==> src/rtl/rate_tick_pkg.sv <==
package rate_tick_pkg;

  typedef struct packed {
    logic reloadTx;
    logic reloadRx;
  } ctrlStrobes_t;

  // Non-binary first-stage prescale factors
  function automatic logic [3:0] preFactor(input logic [1:0] sel);
    case (sel)
      2'b00:   preFactor = 4'd1;
      2'b01:   preFactor = 4'd3;
      2'b10:   preFactor = 4'd4;
      default: preFactor = 4'd13;
    endcase
  endfunction

endpackage

==> src/rtl/rate_tick_ctrl.sv <==
module rate_tick_ctrl
  import rate_tick_pkg::*;
#(
  parameter int RATE_W    = 8,
  parameter int FINE_W    = 8,
  parameter int PRE_SEL_W = 2,
  parameter int DIV_SEL_W = 3,
  parameter int CNT_W     = 4 + (2**DIV_SEL_W - 1) + FINE_W
) (
  input  logic              clk,
  input  logic              rstN,
  input  logic              rateWe,
  input  logic [RATE_W-1:0] rateData,
  input  logic              txFineWe,
  input  logic [FINE_W-1:0] txFineData,
  input  logic              rxFineWe,
  input  logic [FINE_W-1:0] rxFineData,
  output logic [CNT_W-1:0]  txTotal,
  output logic [CNT_W-1:0]  rxTotal,
  output ctrlStrobes_t      strobes
);

  localparam int RX_LO  = 0;
  localparam int TX_LO  = DIV_SEL_W;
  localparam int PRE_LO = 2 * DIV_SEL_W;

  logic [RATE_W-1:0] rateReg;
  logic [FINE_W-1:0] txFine;
  logic [FINE_W-1:0] rxFine;

  always_ff @(posedge clk) begin
    if (!rstN) begin
      rateReg <= '0;
      txFine  <= '0;
      rxFine  <= '0;
      strobes <= '0;
    end else begin
      if (rateWe)   rateReg <= rateData;
      if (txFineWe) txFine  <= txFineData;
      if (rxFineWe) rxFine  <= rxFineData;
      strobes.reloadTx <= rateWe | txFineWe;
      strobes.reloadRx <= rateWe | rxFineWe;
    end
  end

  logic [PRE_SEL_W-1:0] preSel;
  logic [DIV_SEL_W-1:0] txSel;
  logic [DIV_SEL_W-1:0] rxSel;
  logic [3:0]           preVal;

  assign preSel = rateReg[PRE_LO +: PRE_SEL_W];
  assign txSel  = rateReg[TX_LO  +: DIV_SEL_W];
  assign rxSel  = rateReg[RX_LO  +: DIV_SEL_W];
  assign preVal = preFactor(preSel);

  function automatic logic [CNT_W-1:0] pathTotal(
    input logic [3:0]           pre,
    input logic [DIV_SEL_W-1:0] sel,
    input logic [FINE_W-1:0]    fine
  );
    logic [FINE_W-1:0] fineEff;
    logic [CNT_W-1:0]  base;
    fineEff = (fine == '0) ? FINE_W'(1) : fine;
    base = CNT_W'(pre) * CNT_W'(fineEff);
    pathTotal = base << sel;
  endfunction

  always_comb begin
    txTotal = pathTotal(preVal, txSel, txFine);
    rxTotal = pathTotal(preVal, rxSel, rxFine);
  end

endmodule

==> src/rtl/rate_tick_dp.sv <==
module rate_tick_dp
  import rate_tick_pkg::*;
#(
  parameter int CNT_W   = 19,
  parameter int N_PATHS = 2
) (
  input  logic                           clk,
  input  logic                           rstN,
  input  logic [N_PATHS-1:0][CNT_W-1:0]  total,
  input  ctrlStrobes_t                   strobes,
  output logic [N_PATHS-1:0][CNT_W-1:0]  count,
  output logic [N_PATHS-1:0]             tick
);

  logic [N_PATHS-1:0] reload;
  assign reload[0] = strobes.reloadTx;
  assign reload[1] = strobes.reloadRx;

  for (genvar p = 0; p < N_PATHS; p++) begin : gPath
    always_ff @(posedge clk) begin
      if (!rstN) begin
        count[p] <= '0;
      end else if (reload[p] || count[p] == '0) begin
        count[p] <= total[p] - 1'b1;
      end else begin
        count[p] <= count[p] - 1'b1;
      end
    end
    assign tick[p] = (count[p] == '0);
  end

endmodule

==> src/rtl/rate_tick_gen.sv <==
module rate_tick_gen
  import rate_tick_pkg::*;
#(
  parameter int RATE_W    = 8,
  parameter int FINE_W    = 8,
  parameter int PRE_SEL_W = 2,
  parameter int DIV_SEL_W = 3
) (
  input  logic              clk,
  input  logic              rstN,
  input  logic              rateWe,
  input  logic [RATE_W-1:0] rateData,
  input  logic              txFineWe,
  input  logic [FINE_W-1:0] txFineData,
  input  logic              rxFineWe,
  input  logic [FINE_W-1:0] rxFineData,
  output logic              txTick,
  output logic              rxTick
);

  localparam int CNT_W = 4 + (2**DIV_SEL_W - 1) + FINE_W;

  logic [CNT_W-1:0]      txTotal;
  logic [CNT_W-1:0]      rxTotal;
  ctrlStrobes_t          strobes;
  logic [1:0][CNT_W-1:0] pathCount;
  logic [1:0]            pathTick;
  logic [CNT_W-1:0]      txCount;
  logic [CNT_W-1:0]      rxCount;

  rate_tick_ctrl #(
    .RATE_W(RATE_W), .FINE_W(FINE_W), .PRE_SEL_W(PRE_SEL_W),
    .DIV_SEL_W(DIV_SEL_W), .CNT_W(CNT_W)
  ) uCtrl (
    .clk(clk), .rstN(rstN),
    .rateWe(rateWe), .rateData(rateData),
    .txFineWe(txFineWe), .txFineData(txFineData),
    .rxFineWe(rxFineWe), .rxFineData(rxFineData),
    .txTotal(txTotal), .rxTotal(rxTotal), .strobes(strobes)
  );

  rate_tick_dp #(.CNT_W(CNT_W), .N_PATHS(2)) uDp (
    .clk(clk), .rstN(rstN),
    .total({rxTotal, txTotal}),
    .strobes(strobes),
    .count(pathCount),
    .tick(pathTick)
  );

  assign txCount = pathCount[0];
  assign rxCount = pathCount[1];
  assign txTick  = pathTick[0];
  assign rxTick  = pathTick[1];

endmodule

==> config.mk <==
export PLATFORM = sky130hd
export DESIGN_NAME = rate_tick_gen
export DESIGN_NICKNAME = d
export VERILOG_FILES = /design/src/rtl/rate_tick_pkg.sv /design/src/rtl/rate_tick_ctrl.sv /design/src/rtl/rate_tick_dp.sv /design/src/rtl/rate_tick_gen.sv
export SDC_FILE = /design/constraint.sdc
export NUM_CORES = 1
export LEC_CHECK = 0
export BUFFER_PORTS_ARGS = -buffer_cell sky130_fd_sc_hd__buf_2
export CORE_UTILIZATION = 35
export CTS_BUF_LIST = sky130_fd_sc_hd__clkbuf_16
export CTS_CLUSTER_SIZE = 40
export DETAILED_ROUTE_END_ITERATION = 7
export PLACE_DENSITY = 0.56
export SLEW_MARGIN = 20
export SYNTH_ARGS = -nofsm -noshare
export SYNTH_HDL_FRONTEND = slang
export SYNTH_HIERARCHICAL = 1
export SYNTH_SLANG_ARGS = --single-unit
==> constraint.sdc <==
create_clock -name clk -period 13.4 [get_ports clk]
set_input_delay 2.01 -clock clk [delete_from_list [all_inputs] [get_ports clk]]
set_output_delay 2.01 -clock clk [all_outputs]
set_load 0.02 [all_outputs]
Yosys cells after proc, flatten, opt, wreduce, memory -nomap -nowiden
Cells that the tools add are included.
{ "op_classes": {"addsub": 4, "multipliers": 2, "n_shift": 2, "n_bitwise": 2, "eq_ne": 2, "muxes": 5, "n_reduce_logical": 7} }
{ "ops": {"columns": ["cell", "n"], "rows": [
  ["$sub A19 B1 Y19 const B", 4],
  ["$logic_not A19 Y1", 2],
  ["$mux W19", 2],
  ["$shl A12 B3 Y19", 2],
  ["$mul A4 B8 Y12", 2],
  ["$logic_not A8 Y1", 2],
  ["$mux W8", 2],
  ["$pmux W4 S3", 1],
  ["$eq A2 B1 Y1 const B", 1],
  ["$eq A2 B2 Y1 const B", 1],
  ["$logic_not A2 Y1", 1],
  ["$logic_or A1 B1 Y1", 2],
  ["$or A1 B1 Y1", 2]
]} }
{ "word_totals": {"register_bits": 64, "input_bits": 29, "wordCells": 31, "out_inout_bits": 2} }

Longest topological paths before layout
{ "depth": {"depth_word": 6, "depth_mapped": 22, "ltp_nobuf": 19} }

Cells and area by module
Netlist, hierarchy kept.
{ "modules_own_cells": {"columns": ["module", "cells_per_inst", "instances", "seq_area_each_um2", "area_per_inst_um2"], "rows": [
  ["rate_tick_ctrl", 510, 1, 520.5, 4073.9],
  ["rate_tick_dp", 367, 1, 760.7, 2985.4]
]} }

Worst setup path after synthesis
OpenSTA, ideal clock, no wires.
{ "synth_path": {"kind": "reg2reg", "from": "register uCtrl.rateReg[6]", "to": "register uDp/count[18] (netlist bit)", "arrival_ns": 5.761, "required_ns": 13.322, "stages_incl_launch_ff": 21, "period_less_slack_ns": 5.839, "path_buffers": 2, "path_slack_ns": 7.561, "setup_time_ns": 0.078, "path_cell_list": "dfxtp_1 > clkbuf_1 > nor2b_1 > clkbuf_1 > nand2_1 > fa_1 > inv_1 > fa_1 > fa_1 > a211oi_2 > nor2_1 > xor2_1 > mux2_2 > a221o_1 > mux2_2 > or4_4 > or3_4 > a311oi_4 > o2111ai_2 > o21a_1 > nor3_1"} }
{ "synth_via": {"elab_chain_cells": 6, "word_cells_on_any_way": 8, "classes_between": "add/sub: 1; mul: 1; eq/ne: 2; shift: 1; mux: 2; reduce/logical: 1"} }
{ "synth_rtl": {"columns": ["item", "line", "source"], "rows": [
  ["start: declaration", "rate_tick_ctrl.sv:27", "logic [RATE_W-1:0] rateReg;"],
  ["start signal: assignment", "rate_tick_ctrl.sv:38", "if (rateWe) rateReg <= rateData;"],
  ["$eq A2 B2 Y1, or another cell as far along", "rate_tick_pkg.sv:10", "case (sel)"],
  ["$pmux W4 S3 *", "rate_tick_pkg.sv:10", null],
  ["$mul A4 B8 Y12 *", "rate_tick_ctrl.sv:64", "base = CNT_W'(pre) * CNT_W'(fineEff);"],
  ["$shl A12 B3 Y19 *", "rate_tick_ctrl.sv:65", "pathTotal = base << sel;"],
  ["via txTotal[12]", "rate_tick_gen.sv:23", "logic [CNT_W-1:0] txTotal;"],
  ["$sub A19 B1 Y19 *", "rate_tick_dp.sv:24", "count[p] <= total[p] - 1'b1;"],
  ["$mux W19 *", "rate_tick_dp.sv:23", "end else if (reload[p] || count[p] == '0) begin"],
  ["end signal: indexed assignment", "rate_tick_dp.sv:24", null],
  ["end signal: indexed assignment", "rate_tick_dp.sv:26", "count[p] <= count[p] - 1'b1;"],
  ["end: declaration", "rate_tick_dp.sv:11", "output logic [N_PATHS-1:0][CNT_W-1:0] count,"]
]} }
The timed path passes the listed nets; every way through them passes the cells marked *.
A chain may end at the register's enable or synchronous reset.

Worst setup path after layout
Same ends and word-level chain as after synthesis.

==> flow_metrics.py <==
metrics = {
    "clocking": {
        "postCtsSetupBuffers": 0,
        "clk_pin_slew_ns": 0.06,
        "ctsResizeCount": 0,
        "htreeDepth": 3,
        "cts.sinks": 64,
        "cts_inserted_buffers": 9,
        "cts_tree": "built",
        "cts_root_buf": "clkbuf_16",
        "hold_buffers": 0,
        "insertion_delay_ns": 0.35,
        "cts_max_path_buffers": 2,
    },
    "floorplanning": {
        "fp.dieArea_sq_um": 20700,
        "die_w_um": 144,
        "io_pins": 31,
        "die_y_um": 144,
        "num_rows": 51,
        "core_area_sq_um": 19600,
        "initial_utilization_pct": 36.0,
    },
    "critical_path": {
        "end_kind": "flop",
        "rr_endpoint": "uDp/count[18]",
        "cp.arrival_ns": 6.92,
        "critical_path_class": "flop to flop",
        "cp.required_ns": 13.68,
        "rr_startpoint": "uCtrl/rateReg[6]",
        "rrSetupSlack_ns": 6.75,
        "ff2ff_path_depth": 18,
        "start_kind": "flop",
        "worstPathMaxFanout": 21,
    },
    "synthesis": {
        "yosys.area_share.simple_pct": 26.9,
        "synth_most_common_cell": "mux2i_1",
        "yosysTopAreaCellShare_pct": 18.1,
        "ys_warn_count": 6,
        "mappedNetlistArea_sq_um": 7060,
        "avgSynthCellArea_sq_um": 8.05,
        "synth_compound_area_share_pct": 18.9,
        "yosys.area.top_type": "dfxtp_1",
        "syn-num-nets": 964,
        "synth-async-reset-ratio_pct": 0,
        "synthTopCellsByCount": "mux2i_1, nor2_1, dfxtp_1, nand2_1, inv_1",
        "synth_edf_count": 0,
        "synthXorXnorAreaFrac_pct": 2.48,
        "synthAdderAreaFrac_pct": 12.8,
        "synthTopCellsByArea": "dfxtp_1, mux2i_1, fa_1, ha_1, nor2_1",
        "synth_top_family_by_area": "simple AND/OR/NAND/NOR gates",
        "synthMuxAreaShare_pct": 15.4,
        "synthCells": 877,
        "yosysSeqAreaShare_pct": 18.1,
        "synth_cell_types": 82,
        "synth_flop_cell": "dfxtp_1",
        "ys_seq_elements": 64,
    },
    "sta": {
        "rsz0062_at_grt": "no",
        "final_max_slew_viol_count": 0,
        "period_share_pct": 49.6,
        "whs_ns": 0.533,
        "max_slew_margin_pct": 43.6,
        "setup_viol": 0,
        "worst_pin_slew_ns": 0.844,
        "fin_crit_ns": 6.65,
        "setup_tns_ns": 0,
        "fin_worst_skew_ns": 0.00587,
        "hold_viol": 0,
        "fmax_mhz": 150,
    },
    "detailed_routing": {
        "route.met2.wl_um": 8100,
        "routed.top_layer": "met4",
        "drtAntennaViolNets": 0,
        "wl_per_cell_um": 15.6,
        "drt-total-wl_um": 17900,
        "viasPerCell": 5.49,
        "met1Wirelength_um": 8910,
        "dr.first_iter.drc_count": 383,
        "drc_errors": 0,
        "dr_total_vias": 6296,
        "drt_first_pass_iters": 7,
        "met3_length_um": 593,
    },
    "layout": {
        "final-seq-area_sq_um": 1280,
        "drive_above_1_share_pct": 10.4,
        "multi_input_area_sq_um": 5420,
        "antennaDiodeCount": 0,
        "fillers": 2063,
        "nNetsFinal": 964,
        "area_growth_pct": 9.43,
    },
    "power": {
        "switching_share_pct": 43.7,
        "power.net_switching_uw": 512,
        "ir_drop_uv": 68.2,
        "power_density_nw_per_um2": 152,
        "p_leak_uw": 0.00331,
        "power.total_uw": 1170,
        "clock_power_share_pct": 23.9,
        "p_seq_share_pct": 25.3,
        "p_comb_share_pct": 50.8,
        "p_int_uw": 660,
    },
    "hold_path": {
        "worstHoldStart": "uCtrl/rxFine[0]",
        "holdPathStages": 2,
        "hp-class": "flop to flop",
        "holdPathEnd": "uCtrl/rxFine[0]",
    },
    "placement": {
        "globalplace.congestion": 0.900,
        "place.port_buffers": 30,
        "dp_hpwl_um": 13600,
    },
    "global_route": {
        "grt_usage_pct": 18.6,
        "grt_max_degree": 38,
        "grt_pass1_wl_um": 30900,
        "grt_pass1_vias": 6076,
        "antenna_found_initial": 0,
        "gr-total-overflow": 0,
    },
    "job": {
        "max_cap_viol_count": 0,
    },
    "outcome": {
        "status": "finished clean",
    },
}
==> cells in the final DEF, fill, tap and decap left out, types with 34 or more instances in the layout <==
cell	instances
ha_1	34
a21oi_1	35
inv_1	41
nor2b_1	36
nand2_1	61
nor3_1	40
and2_1	37
dfxtp_1	64
mux2i_1	77
nor2_1	68
==> layout make-up <==
class                           count  share of cell area [%]
Clock buffer                        9                    2.92
Clock inverter                      7                    1.54
Inverter                           46                    2.24
Multi-Input combinational cell    722                    70.1
Sequential cell                    64                    16.6
Tap cell                          265                    4.29
Timing Repair Buffer               34                    2.33
==> sequential cells by signal, indices dropped and copies added, names as in the netlist <==
register and count:
uDp/count 38, uCtrl/rateReg 8, uCtrl/rxFine 8, uCtrl/txFine 8
uCtrl/strobes 2
==> layer usage <==
metal,track usage (%),vias to the layer above
met4,5.60,0
met1,25.4,2970
met2,30.2,112
met5,0,-
met3,2.68,18
li1,-,3196
==> worst max path at each step <==
stage	to	slack (ns)	cells after the start	from
floorplan	uDp/count[18]	7.56	20	uCtrl/rateReg[6]
global placement	uDp/count[18]	6.90	19	uCtrl/rateReg[7]
detailed placement	uDp/count[18]	6.77	19	uCtrl/rateReg[7]
CTS	uDp/count[18]	6.74	18	uCtrl/rateReg[6]
global route	uDp/count[18]	6.28	18	uCtrl/rateReg[6]
finish	uDp/count[18]	6.75	18	uCtrl/rateReg[6]
==> critical path: stages, from the launching register on <==
cell	delay [ns]
dfxtp_1	0.67
nor2b_1	0.72
nand2_1	0.15
fa_1	0.51
inv_1	0.05
fa_1	0.52
fa_1	0.49
a211oi_2	0.34
nor2_1	0.10
xor2_1	0.16
mux2_2	0.29
a221o_1	0.37
mux2_2	0.30
or4_4	0.57
or3_4	0.36
a311oi_4	0.38
o2111ai_2	0.22
o21a_1	0.23
nor3_1	0.14
==> power by group through the flow <==
stage / Sequential, uW / Clock (uW) / Combinational (uW)
finish: 296 / 280 / 595
global route: 305 / 294 / 660
CTS: 296 / 287 / 590
detailed placement: 300 / 0 / 586
global placement: 301 / 0 / 584
floorplan: 276 / 0 / 484
==> metrics by stage <==
step           area, sq um  worst slack (ns)  std cells  utilization [%]
3_5_place_dp          7380              6.77       1131             37.7
2_1_floorplan         7060              7.56        877                -
5_1_grt               7720              6.28       1147             39.4
3_3_place_gp          7380              6.90       1131             37.7
6_report              7720              6.75       1147             39.4
4_1_cts               7720              6.74       1147             39.4
==> cell families after synthesis <==
logic type,count (synthesis)
and+or+nand+nor,353
muxes,101
DFF,64
adders and majority gates,58
xor gates and xnor gates,20
buffers and inverters,91
AOI/OAI and AO/OA,190
(Power assumes the default switching activity.)
